## config.mk

```make
export PLATFORM = sky130hd
export DESIGN_NAME = yc422_fmt
export DESIGN_NICKNAME = d
export VERILOG_FILES = /design/src/rtl/yc422_pkg.sv /design/src/rtl/yc422_pix_sel.sv /design/src/rtl/yc422_pix_pipe.sv /design/src/rtl/yc422_ref_ctl.sv /design/src/rtl/yc422_fmt.sv
export SDC_FILE = /design/constraint.sdc
export NUM_CORES = 1
export LEC_CHECK = 0
export BUFFER_PORTS_ARGS = -buffer_cell sky130_fd_sc_hd__buf_4
export CAP_MARGIN = 20
export CORE_AREA = 2 2 93 130
export CTS_CLUSTER_SIZE = 16
export DETAILED_ROUTE_END_ITERATION = 16
export DIE_AREA = 0 0 95 132
export HOLD_SLACK_MARGIN = 0.12
export PLACE_DENSITY = 0.65
export SYNTH_ARGS = -nofsm -noshare
export SYNTH_HDL_FRONTEND = slang
export SYNTH_HIERARCHICAL = 1
export SYNTH_SLANG_ARGS = --single-unit
```

## constraint.sdc

```tcl
create_clock -name clk_i -period 2.5 [get_ports clk_i]
set_input_delay 0.25 -clock clk_i [delete_from_list [all_inputs] [get_ports clk_i]]
set_output_delay 0.25 -clock clk_i [all_outputs]
set_load 0.01 [all_outputs]
```

## src/rtl/yc422_pkg.sv

```systemverilog
package yc422_pkg;

  typedef enum logic [1:0] {
    SLOT_DATA = 2'd0,
    SLOT_SAV  = 2'd1,
    SLOT_EAV  = 2'd2
  } slot_e;

  // upper eight bits of the XY word: 1, F, V, H, then protection bits
  function automatic logic [7:0] xy_hi(input logic f, input logic v, input logic h);
    return {1'b1, f, v, h, v ^ h, f ^ h, f ^ v, f ^ v ^ h};
  endfunction

endpackage

```

## src/rtl/yc422_pix_sel.sv

```systemverilog
module yc422_pix_sel #(
  parameter int unsigned DW = 10
) (
  input  logic          clk_i,
  input  logic          rst_ni,
  input  logic          stb_i,
  input  logic [DW-1:0] y_i,
  input  logic [DW-1:0] cb_i,
  input  logic [DW-1:0] cr_i,
  input  logic          href_i,
  input  logic          vref_i,
  input  logic          blank_en_i,
  input  logic [DW-1:0] blank_y_i,
  input  logic [DW-1:0] blank_c_i,
  output logic [DW-1:0] y_o,
  output logic [DW-1:0] c_o,
  output logic          act_o
);

  localparam logic [DW-1:0] CLIP_LO = DW'(4);
  localparam logic [DW-1:0] CLIP_HI = {DW{1'b1}} - DW'(4);

  function automatic logic [DW-1:0] clip_f(input logic [DW-1:0] x);
    if (x < CLIP_LO)      return CLIP_LO;
    else if (x > CLIP_HI) return CLIP_HI;
    else                  return x;
  endfunction

  logic          href_q;
  logic          par_q;
  logic          par_cur;
  logic [DW-1:0] c_raw;

  // parity restarts on the first active pixel of a line
  assign par_cur = (href_i && !href_q) ? 1'b0 : ~par_q;
  assign c_raw   = par_cur ? cr_i : cb_i;
  assign act_o   = href_i & vref_i;

  always_comb begin
    if (act_o) begin
      y_o = clip_f(y_i);
      c_o = clip_f(c_raw);
    end else if (blank_en_i) begin
      y_o = blank_y_i;
      c_o = blank_c_i;
    end else begin
      y_o = y_i;
      c_o = c_raw;
    end
  end

  always_ff @(posedge clk_i or negedge rst_ni) begin
    if (!rst_ni) begin
      href_q <= 1'b0;
      par_q  <= 1'b1;
    end else if (stb_i) begin
      href_q <= href_i;
      par_q  <= par_cur;
    end
  end

endmodule

```

## src/rtl/yc422_pix_pipe.sv

```systemverilog
module yc422_pix_pipe #(
  parameter int unsigned   DW    = 10,
  parameter int unsigned   DEPTH = 2,
  parameter logic [DW-1:0] RST_Y = DW'(64),
  parameter logic [DW-1:0] RST_C = DW'(512)
) (
  input  logic          clk_i,
  input  logic          rst_ni,
  input  logic          stb_i,
  input  logic [DW-1:0] y_i,
  input  logic [DW-1:0] c_i,
  input  logic          act_i,
  output logic [DW-1:0] y_o,
  output logic [DW-1:0] c_o,
  output logic          act_o
);

  localparam int unsigned   PW    = 2 * DW + 1;
  localparam logic [PW-1:0] RST_W = {RST_Y, RST_C, 1'b0};

  logic [DEPTH-1:0][PW-1:0] stg_q;

  always_ff @(posedge clk_i or negedge rst_ni) begin
    if (!rst_ni) begin
      for (int i = 0; i < DEPTH; i++) stg_q[i] <= RST_W;
    end else if (stb_i) begin
      stg_q[0] <= {y_i, c_i, act_i};
      for (int i = 1; i < DEPTH; i++) stg_q[i] <= stg_q[i-1];
    end
  end

  assign {y_o, c_o, act_o} = stg_q[DEPTH-1];

endmodule

```

## src/rtl/yc422_ref_ctl.sv

```systemverilog
module yc422_ref_ctl
  import yc422_pkg::*;
#(
  parameter int unsigned DW = 10,
  parameter int unsigned PD = 2
) (
  input  logic          clk_i,
  input  logic          rst_ni,
  input  logic          stb_i,
  input  logic          href_i,
  input  logic          vref_i,
  input  logic          fref_i,
  input  logic          ref_en_i,
  output slot_e         slot_o,
  output logic          first_o,
  output logic [DW-1:0] xy_o
);

  localparam int unsigned HD = 2 * PD;

  // hist_q[i] holds href of pixel t-1-i
  logic [HD-1:0] hist_q;
  logic          line_f_q;
  logic          line_v_q;
  logic          data_off;
  logic          sav_slot;
  logic          eav_slot;
  logic          sav_first;
  logic          eav_first;

  assign data_off  = ~hist_q[PD-1];
  assign sav_slot  = data_off & (href_i | (|hist_q[PD-2:0]));
  assign eav_slot  = data_off & (|hist_q[HD-1:PD]);
  assign sav_first = href_i & ~hist_q[0];
  assign eav_first = hist_q[PD];

  always_comb begin
    slot_o  = SLOT_DATA;
    first_o = 1'b0;
    if (ref_en_i && sav_slot) begin
      slot_o  = SLOT_SAV;
      first_o = sav_first;
    end else if (ref_en_i && eav_slot) begin
      slot_o  = SLOT_EAV;
      first_o = eav_first;
    end
  end

  assign xy_o = DW'(xy_hi(line_f_q, line_v_q, slot_o == SLOT_EAV)) << (DW - 8);

  always_ff @(posedge clk_i or negedge rst_ni) begin
    if (!rst_ni) begin
      hist_q   <= '0;
      line_f_q <= 1'b0;
      line_v_q <= 1'b0;
    end else if (stb_i) begin
      hist_q <= {hist_q[HD-2:0], href_i};
      if (sav_first) begin
        line_f_q <= fref_i;
        line_v_q <= ~vref_i;
      end
    end
  end

endmodule

```

## src/rtl/yc422_fmt.sv

```systemverilog
module yc422_fmt
  import yc422_pkg::*;
#(
  parameter int unsigned   DW    = 10,
  parameter logic [DW-1:0] RST_Y = DW'(64),
  parameter logic [DW-1:0] RST_C = DW'(512)
) (
  input  logic          clk_i,
  input  logic          rst_ni,
  input  logic          pix_stb_i,
  input  logic [DW-1:0] y_i,
  input  logic [DW-1:0] cb_i,
  input  logic [DW-1:0] cr_i,
  input  logic          href_i,
  input  logic          vref_i,
  input  logic          fref_i,
  input  logic          mode_656_i,
  input  logic          ref_en_i,
  input  logic          blank_en_i,
  input  logic [DW-1:0] blank_y_i,
  input  logic [DW-1:0] blank_c_i,
  output logic [DW-1:0] lane_y_o,
  output logic [DW-1:0] lane_c_o
);

  localparam int unsigned   REF_WORDS  = 4;
  localparam int unsigned   WORDS_PIX  = 2;
  localparam int unsigned   PIPE_DEPTH = REF_WORDS / WORDS_PIX;
  localparam logic [DW-1:0] ALL_ONES   = {DW{1'b1}};

  logic [DW-1:0] sel_y, sel_c;
  logic          sel_act;
  logic [DW-1:0] pipe_y, pipe_c;
  logic          pipe_act;
  slot_e         ref_slot;
  logic          ref_first;
  logic [DW-1:0] ref_xy;
  logic [DW-1:0] word0, word1;
  logic [DW-1:0] y_q, c_q, pend_q;

  yc422_pix_sel #(.DW(DW)) u_sel (
    .clk_i     (clk_i),
    .rst_ni    (rst_ni),
    .stb_i     (pix_stb_i),
    .y_i       (y_i),
    .cb_i      (cb_i),
    .cr_i      (cr_i),
    .href_i    (href_i),
    .vref_i    (vref_i),
    .blank_en_i(blank_en_i),
    .blank_y_i (blank_y_i),
    .blank_c_i (blank_c_i),
    .y_o       (sel_y),
    .c_o       (sel_c),
    .act_o     (sel_act)
  );

  yc422_pix_pipe #(
    .DW   (DW),
    .DEPTH(PIPE_DEPTH),
    .RST_Y(RST_Y),
    .RST_C(RST_C)
  ) u_pipe (
    .clk_i (clk_i),
    .rst_ni(rst_ni),
    .stb_i (pix_stb_i),
    .y_i   (sel_y),
    .c_i   (sel_c),
    .act_i (sel_act),
    .y_o   (pipe_y),
    .c_o   (pipe_c),
    .act_o (pipe_act)
  );

  yc422_ref_ctl #(.DW(DW), .PD(PIPE_DEPTH)) u_ref (
    .clk_i   (clk_i),
    .rst_ni  (rst_ni),
    .stb_i   (pix_stb_i),
    .href_i  (href_i),
    .vref_i  (vref_i),
    .fref_i  (fref_i),
    .ref_en_i(ref_en_i),
    .slot_o  (ref_slot),
    .first_o (ref_first),
    .xy_o    (ref_xy)
  );

  always_comb begin
    if (ref_slot == SLOT_DATA) begin
      word0 = pipe_c;
      word1 = pipe_y;
    end else if (ref_first) begin
      word0 = ALL_ONES;
      word1 = '0;
    end else begin
      word0 = '0;
      word1 = ref_xy;
    end
  end

  always_ff @(posedge clk_i or negedge rst_ni) begin
    if (!rst_ni) begin
      y_q    <= RST_Y;
      c_q    <= RST_C;
      pend_q <= RST_Y;
    end else if (pix_stb_i) begin
      if (mode_656_i) begin
        y_q    <= word0;
        pend_q <= word1;
        c_q    <= '0;
      end else begin
        y_q <= pipe_y;
        c_q <= pipe_c;
      end
    end else if (mode_656_i) begin
      y_q <= pend_q;
    end
  end

  assign lane_y_o = y_q;
  assign lane_c_o = c_q;

endmodule

```

# Yosys cells after proc, flatten, opt, wreduce, memory -nomap -nowiden
# Index checks and enable logic that the tools add are counted.
[word_totals] out_inout_bits=20 latchBits=0 elab_cells=59 ramBits=0 input_bits=59 memories=0 ff_bits=80 mem_bits_ro=0
[classes] mul=0 magnitude_cmp=4 bitwise=13 n_mux=22 n_reduce_logical=9 shifts=0 n_addsub=0 div=0 n_eq_ne=1
[ops] operator="2-to-1 mux 10 bit" count=17
[ops] operator="> comparator 10 bit (second input constant)" count=2
[ops] operator="less-than comparator 10 x 3 -> 1 bit (second input constant)" count=2
[ops] operator="bitwise AND 1 bit" count=4
[ops] operator="2-to-1 mux 2 bit" count=2
[ops] operator="NOT 1 bit" count=4
[ops] operator="AND reduction 2 bit" count=2
[ops] operator="bitwise XOR 1 bit" count=4
[ops] operator="logical AND 1 bit" count=3
[ops] operator="2-to-1 mux 1 bit" count=3
[ops] operator="equality test 2 bit (second input constant)" count=1
[ops] operator="logical NOT 2 bit" count=1
[ops] operator="nonzero test 2 bit" count=1
[ops] operator="OR reduction 2 bit" count=1
[ops] operator="logical NOT 1 bit" count=1
[ops] operator="bitwise OR 1 bit" count=1

# Depth between registers and ports, before layout
[depth] depth_word=9 mapped_depth=7 ltp_nobuf=6

# Cells and area by module
# The synthesis kept the hierarchy.
[by_module_without_submodules] mod="yc422_pix_pipe" cells_each=109 seq_area_each_um2=1056.0 area_each_um2=1920.6 instances=1
[by_module_without_submodules] mod="yc422_fmt" cells_each=158 seq_area_each_um2=754.5 area_each_um2=1502.7 instances=1
[by_module_without_submodules] mod="yc422_pix_sel" cells_each=87 seq_area_each_um2=51.3 area_each_um2=658.1 instances=1
[by_module_without_submodules] mod="yc422_ref_ctl" cells_each=33 seq_area_each_um2=150.1 area_each_um2=365.4 instances=1

# Worst setup path after synthesis
# Ideal clock, no wire load.
[synth_path] path_kind="reg2reg" startpoint="register u_ref.hist_q[1]" endpoint="register y_q[8], in the netlist lane_y_o[8]" t_required_ns=2.362 period_less_slack_ns=1.736 arrival_ns=1.598 setup_ns=0.138 stages_incl_launch_ff=6 path_slack_ns=0.764 path_buffers=0 cell_sequence="dfrtp_1 > nand2b_4 > nor4_4 > nor2_1 > a21o_1 > mux4_2"
[synth_between] elab_chain_len=9 elab_cells_between_ends=14 classes_between="mux (8); bitwise (3); reduce/logical (3)"
[synth_rtl] element="start, declared" line_no="yc422_ref_ctl.sv:22" text="logic [HD-1:0] hist_q;"
[synth_rtl] element="start signal, assigned" line_no="yc422_ref_ctl.sv:57" text="hist_q <= {hist_q[HD-2:0], href_i};"
[synth_rtl] element="NOT 1 bit (*)" line_no="yc422_ref_ctl.sv:31" text="assign data_off = ~hist_q[PD-1];"
[synth_rtl] element="bitwise AND 1 bit" line_no="yc422_ref_ctl.sv:33" text="assign eav_slot = data_off & (|hist_q[HD-1:PD]);"
[synth_rtl] element="logical AND 1 bit" line_no="yc422_ref_ctl.sv:43" text="end else if (ref_en_i && eav_slot) begin"
[synth_rtl] element="2-to-1 mux 2 bit" line_no="yc422_ref_ctl.sv:43"
[synth_rtl] element="2-to-1 mux 2 bit (*)" line_no="yc422_ref_ctl.sv:40" text="if (ref_en_i && sav_slot) begin"
[synth_rtl] element="via ref_slot[1]" line_no="yc422_fmt.sv:35" text="slot_e ref_slot;"
[synth_rtl] element="logical NOT 2 bit (*)" line_no="yc422_fmt.sv:89" text="if (ref_slot == SLOT_DATA) begin"
[synth_rtl] element="2-to-1 mux 10 bit (*)" line_no="yc422_fmt.sv:89"
[synth_rtl] element="2-to-1 mux 10 bit (*)" line_no="yc422_fmt.sv:107" text="if (mode_656_i) begin"
[synth_rtl] element="2-to-1 mux 10 bit (*)" line_no="yc422_fmt.sv:106" text="end else if (pix_stb_i) begin"
[synth_rtl] element="end signal, assigned" line_no="yc422_fmt.sv:108" text="y_q <= word0;"
[synth_rtl] element="end signal, assigned" line_no="yc422_fmt.sv:112" text="y_q <= pipe_y;"
[synth_rtl] element="end signal, assigned" line_no="yc422_fmt.sv:116" text="y_q <= pend_q;"
[synth_rtl] element="end, declared" line_no="yc422_fmt.sv:39" text="logic [DW-1:0] y_q, c_q, pend_q;"
# The timed path passes the listed nets; every way through them passes the cells marked *.
# A chain may end at the register's enable or synchronous reset.

# Final worst setup path
[layout_path] startpoint="input vref_i" endpoint="register u_pipe/stg_q[6] in the netlist's numbering"
[layout_between] elab_chain_len=2
[layout_rtl] element="start, declared" line_no="yc422_fmt.sv:15" text="input logic vref_i,"
[layout_rtl] element="bitwise AND 1 bit" line_no="yc422_pix_sel.sv:37" text="assign act_o = href_i & vref_i;"
[layout_rtl] element="via sel_act" line_no="yc422_fmt.sv:32" text="logic sel_act;"
[layout_rtl] element="2-to-1 mux 10 bit" line_no="yc422_pix_sel.sv:40" text="if (act_o) begin"
[layout_rtl] element="via sel_c[5]" line_no="yc422_fmt.sv:31" text="logic [DW-1:0] sel_y, sel_c;"
[layout_rtl] element="end, declared" line_no="yc422_pix_pipe.sv:21" text="logic [DEPTH-1:0][PW-1:0] stg_q;"
# The timed path passes the listed nets, and every way through them passes these cells.

==> summary.txt <==
Post-route ant nets: 0
Max transition margin: 35.2%
Post-route DRC: 0
Worst hold-check path type: in -> reg
CP dominant cell by count: buf_4
Worst-Skew Late Latency: 330 ps
Worst slack at placement: 559 ps
I/O pin total: 79
Final setup TNS: 0 ps
Reg clk slew, reported paths: 60 ps
Share of layout cells above drive strength 1: 38.0%
Wire per inst: 16.1 um
First-pass GRT wire length: 15100 um
Initial antenna violation count: 0
Initial core utilization: 38.5%
PnR worst setup slack: 406 ps
Yosys warnings: 6
CTS tree: yes
Count of final setup violators: 0
CTS buffer count: 9
Worst Path Arrival: 2310 ps
Grt total ovfl: 0
Final Instance Area: 0.00514 mm^2
Die height: 132 um
Critical path data required time: 2710 ps
PD cells: 786 mW/mm^2
Leakage dissipation: 2.34 nW
Clock skew: 6.78 ps
Worst-path fanout max: 14
CP max stage cell: dlygate4sd3_1
Achievable Freq: 477 MHz
CORE AREA: 0.0113 mm^2
Vias in the first global route: 3015
Critical path class: in -> reg
Max stage delay on crit path: 540 ps
DRT Pass-1 Iters: 4
Row count: 46
Routed vias: 2951
Clock Sinks: 78
Measured slew at the worst slew-check pin: 972 ps
Cell Area, Synth: 0.00437 mm^2
CTS root buffer: clkbuf_16
Total wire length: 9340 um
Utilization after layout: 45.4%
Number of port buffers: 78
Fin. Hold Viols: 0
Fill count: 1074
Tmin final: 2090 ps
HPWL Detailed: 7010 um
Tcrit/Tclk final: 83.8%
Worst setup SP type: input port
# diodes: 0
Syn avg cell area: 11.4 um^2
P&R area growth vs syn: 17.8%
Vias/cell: 5.08
Largest net degree at the start of global routing: 79
CP endpoint kind: register
Post-layout net count: 491
Max Root-Sink Buffers: 2
Die footprint: 0.0125 mm^2
RSZ-0062 raised after global routing: no
Max Cap Violations: 0
DP Area: 0.00481 mm^2
Storage element area: 0.00196 mm^2
Die Width: 95 um
GPL Wtd Cong: 0.814
Peak supply drop: 0.370 mV
Total GRT Usage: 15.4%
Worst hold margin: 155 ps
Max Slew Vio Count: 0
Crit-path cells: dlygate4sd3_1 > buf_4 > nand2_1 > inv_1 > nor2_2 > buf_4 > o21ai_0 > mux2_4
Iter 0 DRT Violations: 118
Cells after synthesis: 383
H-tree levels: 3
Outcome: complete, no violations
Area of the multi-input gates: 0.00197 mm^2
through the flow:
step                cells  power [W]
global route          581    0.00425
finish                581    0.00404
CTS                   581    0.00407
global placement      563    0.00265
floorplan             384    0.00244
detailed placement    563    0.00269
cell usage in the layout (no fill, tap or decap), types with 4 or more instances in the layout:
cell type  count
dfrtp_1       70
xor2_1         4
nand2_1       32
clkbuf_16      9
nor2_1        16
nand4_1        6
inv_1         14
mux2_1         4
mux2i_1       16
nand3b_1      19
dfstp_2        8
buf_4         83
a31oi_1       11
mux2_4        38
o21ai_0       19
a21oi_1       10
nor4_1         6
o221ai_1       9
mux2_2        12
state kept, by name, indices dropped and copies added, names as in the netlist:
register        cells
lane_c_o           10
lane_y_o           10
pend_q             10
u_pipe/c_o         10
u_pipe/stg_q       20
u_pipe/y_o         10
u_ref/hist_q        4
u_ref/line_f_q      1
u_ref/line_v_q      1
u_sel/href_q        1
u_sel/par_q         1
per-layer routing:
metal / part of all wire, % / vias to the layer above / global-route usage, %
met5: 0 / - / 0
met4: 2.4 / 0 / 7.81
met3: 3.6 / 14 / 1.77
met2: 51 / 84 / 26.0
met1: 42 / 1402 / 19.1
li1: - / 1451 / -
worst paths after layout:
kind                                 start               end  slack [ps]  cells after the start
max reg2reg                u_ref/hist_q[1]       lane_y_o[8]         610                      5
min in group asynchronous           rst_ni   u_pipe/stg_q[8]         620                      2
max in group asynchronous           rst_ni  u_pipe/stg_q[11]        1250                      2
max                                 vref_i   u_pipe/stg_q[6]         410                      8
min                                 fref_i    u_ref/line_f_q         150                      2
min reg2reg                    lane_c_o[9]       lane_c_o[9]         480                      2
power by group:
| part | switching [W] | total (W) | internal [W] | leakage, nW |
|---|---|---|---|---|
| clock | 0.000480 | 0.00138 | 0.000898 | 0.157 |
| sequential | 0.000220 | 0.00175 | 0.00153 | 0.920 |
| combinational | 0.000387 | 0.000910 | 0.000522 | 1.27 |
| total | 0.00109 | 0.00404 | 0.00295 | 2.34 |
cell type report:
type                    instances  area share [%]
multi-input cells             243            38.3
flip-flops and latches         78            38.2
repair buffers                 86            12.9
clock buffers                  12            4.79
well taps                     144            3.50
clock inverters                 4            1.36
inverters                      14            1.02
worst max-delay path, delay by kind of cell:
| family | cells | cell delay (ps) |
|---|---|---|
| buf+inv | 4 | 1110 |
| compound gates | 1 | 120 |
| mux | 1 | 270 |
| simple gates | 2 | 560 |
what timing repair did:
item                      4_1_cts  5_1_grt
buffers inserted                0        0
hold endpoints to repair        7        0
resized for setup               0        0
hold buffers                    2        0
Power figures use the tool's default switching activity.
